===== src/rtl/irqb_pkg.sv =====
// Package: shared constants for the edge-latched bridge interrupt controller.
// Assumes a byte-addressed register port with 32-bit registers.
package irqb_pkg;
    localparam int unsigned DATA_W     = 32;
    localparam int unsigned ADDR_W     = 4;
    localparam logic [ADDR_W-1:0] OFF_PEND = 4'h0;
    localparam logic [ADDR_W-1:0] OFF_ENAB = 4'h4;
endpackage


===== src/rtl/irqb_edge_detect.sv =====
// Module: synchronises asynchronous sources and produces one-cycle rising-edge pulses.
// Assumes each source stays high for at least SYNC_STAGES+1 clock cycles to be seen.
module irqb_edge_detect #(
    parameter int unsigned NUM_SRC     = 32,
    parameter int unsigned SYNC_STAGES = 2
) (
    input  logic               clk,
    input  logic               rst_n,
    input  logic [NUM_SRC-1:0] src_async,
    output logic [NUM_SRC-1:0] rise_pulse
);
    logic [NUM_SRC-1:0] sync_q [SYNC_STAGES];
    logic [NUM_SRC-1:0] prev_q;

    // Purpose: shift each source through the synchroniser chain.
    always_ff @(posedge clk) begin
        if (!rst_n) begin
            for (int s = 0; s < SYNC_STAGES; s++) sync_q[s] <= '0;
        end else begin
            sync_q[0] <= src_async;
            for (int s = 1; s < SYNC_STAGES; s++) sync_q[s] <= sync_q[s-1];
        end
    end

    // Purpose: keep a one-cycle delayed copy of the synchronised level.
    always_ff @(posedge clk) begin
        if (!rst_n) prev_q <= '0;
        else        prev_q <= sync_q[SYNC_STAGES-1];
    end

    // Purpose: flag a low-to-high transition of the synchronised level.
    always_comb rise_pulse = sync_q[SYNC_STAGES-1] & ~prev_q;
endmodule


===== src/rtl/irqb_regs.sv =====
// Module: pending and enable registers with write-zero-to-clear pending access.
// Assumes a single-cycle write strobe; when an edge and a clear meet, the edge wins.
module irqb_regs
    import irqb_pkg::*;
#(
    parameter int unsigned NUM_SRC = 32
) (
    input  logic               clk,
    input  logic               rst_n,
    input  logic [NUM_SRC-1:0] rise_pulse,
    input  logic [ADDR_W-1:0]  reg_addr,
    input  logic               reg_wr,
    input  logic [DATA_W-1:0]  reg_wdata,
    output logic [DATA_W-1:0]  reg_rdata,
    output logic [NUM_SRC-1:0] pend_q,
    output logic [NUM_SRC-1:0] enab_q
);
    logic               wr_pend;
    logic               wr_enab;
    logic [NUM_SRC-1:0] keep_mask;

    // Purpose: decode the write strobes of the two registers.
    always_comb begin
        wr_pend   = reg_wr && (reg_addr == OFF_PEND);
        wr_enab   = reg_wr && (reg_addr == OFF_ENAB);
        keep_mask = wr_pend ? reg_wdata[NUM_SRC-1:0] : {NUM_SRC{1'b1}};
    end

    // Purpose: latch edges and apply zero-written clears, with the edge taking priority.
    always_ff @(posedge clk) begin
        if (!rst_n) pend_q <= '0;
        else        pend_q <= (pend_q & keep_mask) | rise_pulse;
    end

    // Purpose: store the enable register on a write to its offset.
    always_ff @(posedge clk) begin
        if (!rst_n)       enab_q <= '0;
        else if (wr_enab) enab_q <= reg_wdata[NUM_SRC-1:0];
    end

    // Purpose: return the addressed register, zero-extended, or zero for other offsets.
    always_comb begin
        reg_rdata = '0;
        case (reg_addr)
            OFF_PEND: reg_rdata[NUM_SRC-1:0] = pend_q;
            OFF_ENAB: reg_rdata[NUM_SRC-1:0] = enab_q;
            default:  reg_rdata = '0;
        endcase
    end
endmodule


===== src/rtl/irqb_prio_enc.sv =====
// Module: finds the highest-numbered set bit of a request vector.
// Assumes index 0 is reported when no request is set.
module irqb_prio_enc #(
    parameter int unsigned NUM_SRC = 32,
    parameter int unsigned IDX_W   = 5
) (
    input  logic [NUM_SRC-1:0] req,
    output logic [IDX_W-1:0]   top_idx,
    output logic               any_req
);
    // Purpose: scan upward so that the last set bit found is the highest.
    always_comb begin
        top_idx = '0;
        any_req = 1'b0;
        for (int i = 0; i < NUM_SRC; i++) begin
            if (req[i]) begin
                top_idx = IDX_W'(i);
                any_req = 1'b1;
            end
        end
    end
endmodule


===== src/rtl/edge_irq_bridge.sv =====
// Module: top of the edge-latched bridge interrupt controller.
// Assumes NUM_SRC is between 1 and 32 and that software clears a stale event before enabling it.
module edge_irq_bridge
    import irqb_pkg::*;
#(
    parameter int unsigned NUM_SRC     = 32,
    parameter int unsigned SYNC_STAGES = 2,
    localparam int unsigned IDX_W      = (NUM_SRC > 1) ? $clog2(NUM_SRC) : 1
) (
    input  logic               clk,
    input  logic               rst_n,
    input  logic [NUM_SRC-1:0] src_in,
    input  logic [ADDR_W-1:0]  reg_addr,
    input  logic               reg_wr,
    input  logic [DATA_W-1:0]  reg_wdata,
    output logic [DATA_W-1:0]  reg_rdata,
    output logic               irq_out,
    output logic [IDX_W-1:0]   pend_idx,
    output logic               pend_valid
);
    logic [NUM_SRC-1:0] rise_pulse;
    logic [NUM_SRC-1:0] pend_q;
    logic [NUM_SRC-1:0] enab_q;
    logic [NUM_SRC-1:0] live_req;

    irqb_edge_detect #(.NUM_SRC(NUM_SRC), .SYNC_STAGES(SYNC_STAGES)) u_edge (
        .clk       (clk),
        .rst_n     (rst_n),
        .src_async (src_in),
        .rise_pulse(rise_pulse)
    );

    irqb_regs #(.NUM_SRC(NUM_SRC)) u_regs (
        .clk       (clk),
        .rst_n     (rst_n),
        .rise_pulse(rise_pulse),
        .reg_addr  (reg_addr),
        .reg_wr    (reg_wr),
        .reg_wdata (reg_wdata),
        .reg_rdata (reg_rdata),
        .pend_q    (pend_q),
        .enab_q    (enab_q)
    );

    // Purpose: gate pending events with the enable register.
    always_comb live_req = pend_q & enab_q;

    irqb_prio_enc #(.NUM_SRC(NUM_SRC), .IDX_W(IDX_W)) u_prio (
        .req    (live_req),
        .top_idx(pend_idx),
        .any_req(pend_valid)
    );

    // Purpose: drive the chained interrupt from any enabled pending event.
    always_comb irq_out = |live_req;
endmodule


===== config.mk =====
export PLATFORM = sky130hd
export DESIGN_NAME = edge_irq_bridge
export DESIGN_NICKNAME = d
export VERILOG_FILES = /design/src/rtl/irqb_pkg.sv /design/src/rtl/irqb_edge_detect.sv /design/src/rtl/irqb_regs.sv /design/src/rtl/irqb_prio_enc.sv /design/src/rtl/edge_irq_bridge.sv
export SDC_FILE = /design/constraint.sdc
export NUM_CORES = 1
export LEC_CHECK = 0
export ABC_CLOCK_PERIOD_IN_PS = 3200
export BUFFER_PORTS_ARGS = -buffer_cell sky130_fd_sc_hd__buf_2
export CORE_UTILIZATION = 25
export DETAILED_ROUTE_END_ITERATION = 12
export HOLD_SLACK_MARGIN = 0.06
export PLACE_DENSITY = 0.43
export SYNTH_ARGS = -nofsm -noshare
export SYNTH_HDL_FRONTEND = slang
export SYNTH_SLANG_ARGS = --single-unit

===== constraint.sdc =====
create_clock -name clk -period 3.2 [get_ports clk]
set_clock_uncertainty 0.05 [all_clocks]
set_input_delay 0.16 -clock clk [delete_from_list [all_inputs] [get_ports clk]]
set_output_delay 0.16 -clock clk [all_outputs]
set_load 0.02 [all_outputs]

# Word-level counts from Yosys, hierarchy flattened
# Memories as Yosys holds them, arrays and structs flattened.
# Index checks and enable logic that the tools add are counted.
# totals
ramBits	64
output_inout_bits	39
memories	1
wordCells	85
ff_bits	96
# memory_table
memory	words	width	rd	rd_ports_with_merged_regs	write_ports	line	rtl
u_edge.sync_q	2	32	2	0	2	irqb_edge_detect.sv:12	logic [NUM_SRC-1:0] sync_q [SYNC_STAGES];
# op_classes
bitwise_logic	7
n_mux	69
n_eq_ne	1
reduce_logical	4
# op_table
operator	n
32-bit AND	3
32-bit two-way mux	3
5-bit two-way mux	16
32-bit case mux with 2 select lines	1
1-bit two-way mux	35
4-bit two-way mux	8
32-bit inverter	1
32-bit OR	1
32-bit OR reduction	1
3-bit two-way mux	4
4-bit by 3-bit equality test with 1-bit output, second input constant	1
4-bit zero test	1
2-bit two-way mux	2
1-bit logical AND	2
1-bit OR	2

# Longest topological paths before layout
# depth
ltp_word	33
mapped_depth	6
depth_no_buf	5

# By module
# From an unflattened synthesis, not the netlist that was laid out.
# unflattened
cells_unflattened	658
hier_area_um2	6321.1
# by_module_without_submodules
mod	cells_each	instances	area_each_um2
irqb_regs	317	1	2861.5
irqb_edge_detect	234	1	2803.9
irqb_prio_enc	62	1	357.8
edge_irq_bridge	45	1	297.8

# Least setup slack after synthesis
# No wires, ideal clock.
# synth_timing
path_kind	reg2out
from	reg u_regs.pend_q[31]
to	out irq_out
path_stages_with_launch	6
required_ps	2990
t_arrival_ps	1624
setup_slack_ps	1366
path_cell_list	dfxtp_1 > a22o_1 > and3b_1 > nand4_2 > nand2b_4 > or4_1
# synth_via
elab_chain_cells	2
# synth_rtl
item	line	rtl
from (decl)	irqb_regs.sv:15	output logic [NUM_SRC-1:0] pend_q,
from (signal assigned)	irqb_regs.sv:32	else pend_q <= (pend_q & keep_mask) | rise_pulse;
32-bit AND	edge_irq_bridge.sv:46	always_comb live_req = pend_q & enab_q;
32-bit OR reduction	edge_irq_bridge.sv:55	always_comb irq_out = |live_req;
to (decl)	edge_irq_bridge.sv:17	output logic irq_out,
# No other way between the ends.

# Worst setup path in the final report
# layout_timing
from	reg u_regs.pend_q[31]
to	out pend_valid
# layout_via
elab_chain_cells	2
# layout_rtl
item	line	rtl
32-bit AND	edge_irq_bridge.sv:46	
1-bit two-way mux	irqb_prio_enc.sv:16	if (req[i]) begin
to (decl)	edge_irq_bridge.sv:19	output logic pend_valid
# No other way between the ends.

==> Flow_metrics.wiki <==
{| class="wikitable"
! Metric !! Value
|-
| Die Height || 155 um
|-
| Post-layout nets || 838
|-
| Adder-cell share of the synthesized area || 0%
|-
| Syn avg cell area || 9.76 sq um
|-
| Combinational family with the most area after synthesis || simple AND/OR/NAND/NOR gates
|-
| Largest cells by area after synthesis || dfxtp_1 (55%), and2_1 (10%), a21boi_1 (8.2%)
|-
| Number of max-slew violations in the final report || 0
|-
| First-iteration detailed-routing DRC count || 192
|-
| Global-route usage over all layers || 13.4%
|-
| Top cell types by occurrence after synthesis || dfxtp_1 (160), and2_1 (98), nand2_1 (97)
|-
| Total Neg Setup Slack || 0 ns
|-
| Setup repair after global routing missed its margin || no
|-
| Top cell type's share of synthesized area || 54.6%
|-
| Core ar. || 0.0228 sq mm
|-
| DR vias || 4751
|-
| Post-synthesis cell type with the largest combined area || dfxtp_1
|-
| Via count of the first global-routing pass || 4747
|-
| Max Clk Rate || 0.417 GHz
|-
| Dominant cell by count in the synthesized netlist || dfxtp_1
|-
| Sequential element share of the synthesized area || 54.6%
|-
| Buffers inserted by post-CTS timing repair || 0
|-
| Post-route cell area || 0.00800 sq mm
|-
| Data arrival time of the critical path || 2.19 ns
|-
| Count of antenna diodes in the layout || 0
|-
| Critical path endpoint category || output port
|-
| PostCTS Resize Cnt || 0
|-
| CP Class || flop to output port
|-
| Hold Path Stages || 2
|-
| Multiplexer share of the synthesized area || 0%
|-
| Syn nets || 672
|-
| Number of antenna violations at the first check in global routing || 0
|-
| Post-synth EDFFs || 0
|-
| Post-route worst hold slack || 0.271 ns
|-
| Classification of the worst-slack hold path || input port to flop
|-
| Number of unique standard cell types used by synthesis || 39
|-
| Largest net degree at the start of global routing || 89
|-
| Clock tree from TritonCTS || yes
|-
| Placement Rows || 55
|-
| Endpoints failing hold || 0
|-
| Register clock-pin slew on the reported worst setup and hold paths || 0.06 ns
|-
| Tightest slew margin relative to the limit || 51.2%
|-
| Setup ws final || 0.804 ns
|-
| Post-route insts no fill || 1092
|-
| Mapped Area || 0.00586 sq mm
|-
| Required time of the worst setup path || 2.99 ns
|-
| H-tree depth || 4
|-
| Xor and xnor area share after synthesis || 0%
|-
| Dpl ws || 1.24 ns
|-
| Fraction of synthesis flops using an asynchronous set or reset pin || 0%
|-
| Wire length of the first global-routing pass || 24500 um
|-
| Critical Path Start Type || flop
|-
| Bufs on Longest Clock Path || 2
|-
| Highest ir drop seen on vdd || 0.000251 V
|-
| Layout area overhead || 36.4%
|-
| Depth of the worst register-to-register path || 2
|-
| Count of unresolved DRC violations after routing || 0
|-
| Cell total after placement || 997
|-
| Total die area || 0.0241 sq mm
|-
| Number of max-capacitance violations reported || 0
|-
| Root buffer cell || clkbuf_16
|-
| IO Count || 110
|-
| Count of buffers inserted at the top-level ports || 109
|-
| Final period utilization || 74.9%
|-
| Clk sinks || 160
|-
| Final number of setup-violating endpoints || 0
|-
| Remaining number of nets flagged by the antenna check after routing || 0
|-
| Sum of routed wire length over all layers || 15100 um
|-
| Largest fanout of any net on the critical path || 4
|-
| Outcome || completed
|-
| Slew at the pin closest to its max-slew limit || 0.732 ns
|-
| Cts bufs inserted || 17
|-
| Final core utilization || 35.0%
|-
| Flops & latches, synth || 160
|-
| Post-layout minimum cycle time || 2.40 ns
|-
| Instance count of the mapped netlist || 601
|-
| Number of iterations in the first detailed-routing pass || 4
|-
| Final HPWL DP || 9950 um
|-
| Compound-cell area share of the yosys netlist || 19.8%
|-
| Leakage || 3.31 nW
|-
| Final Wtd Congestion || 0.737
|-
| Area after detailed placement || 0.00674 sq mm
|-
| Skew-Pair Late Insertion Delay || 0.43 ns
|-
| Pwr/cell area || 565 mW/mm^2
|-
| Hold_buf cts || 64
|-
| Die outline width || 155 um
|-
| Most used flip-flop cell after synthesis || dfxtp_1
|-
| Via count normalized by instance count || 4.35
|-
| Remaining Overflow, GRT || 0
|-
| Overall power after layout || 4.52 mW
|-
| Routed length per instance || 13.8 um
|-
| Simple-gate share of the synthesized area || 23.4%
|-
| Fraction of layout instances using a drive strength above 1 || 20.3%
|-
| Synthesis Warnings || 0
|-
| Initial cell density of the core || 25.7%
|}
[per-layer routing]
layer	wire (um)	track usage (%)	up-vias
met1	7070	16.5	2253
met5	0	0	-
met2	7120	22.3	100
met3	611	3.45	16
li1	-	-	2382
met4	248	5.04	0
[final timing paths]
path	start	to	slack (ns)
worst min-delay path	rst_n	u_regs.pend_q[9]$_SDFF_PN0_	0.27
worst max register to register	u_regs.pend_q[24]$_SDFF_PN0_	u_regs.pend_q[24]$_SDFF_PN0_	2.43
worst max-delay path	u_regs.pend_q[31]$_SDFF_PN0_	pend_valid	0.80
worst min register to register	u_edge.sync_q[0][7]$_SDFF_PN0_	u_edge.sync_q[0][39]$_SDFF_PN0_	0.38
[flip-flops by register name (all words and copies together) (netlist names)]
register	flops
u_edge.prev_q	32
u_edge.sync_q	64
u_regs.enab_q	32
u_regs.pend_q	32
[critical path: stages, from the launching register on]
cell      delay, ns
dfxtp_1        0.33
a22o_1         0.26
and3b_1        0.25
nand4_2        0.10
nand2b_4       0.18
or4_1          0.47
buf_2          0.17
[cell type report]
| type | instances | area, sq um |
|---|---|---|
| fillers | 2365 | 14800 |
| flip-flops and latches | 160 | 3200 |
| multi-input cells | 408 | 2540 |
| repair buffers | 180 | 1240 |
| clock buffers | 19 | 443 |
| well taps | 313 | 392 |
| clock inverters | 12 | 180 |
[cell usage in the layout, fill, tap and decap left out, drive strengths merged, types with 3 or more instances in the layout]
cell type / n
a32o: 4
o21ai: 34
nand3: 9
buf: 116
dlygate4sd3: 64
nand2: 97
clkinv: 3
and2: 98
a22oi: 5
a22o: 33
a21boi: 64
nand4: 4
nand2b: 34
dfxtp: 160
inv: 3
a21oi: 5
clkbuf: 19
bufinv: 4
[logic make-up after synthesis]
kind of cell | Yosys count
flops | 160
simple gates | 251
compound gates | 157
buf+inv | 33
[power by group]
| part | switching, mW | internal, mW |
|---|---|---|
| sequential | 0.0381 | 2.07 |
| clock | 0.818 | 1.33 |
| combinational | 0.115 | 0.153 |
Power figures use the tool's default switching activity.
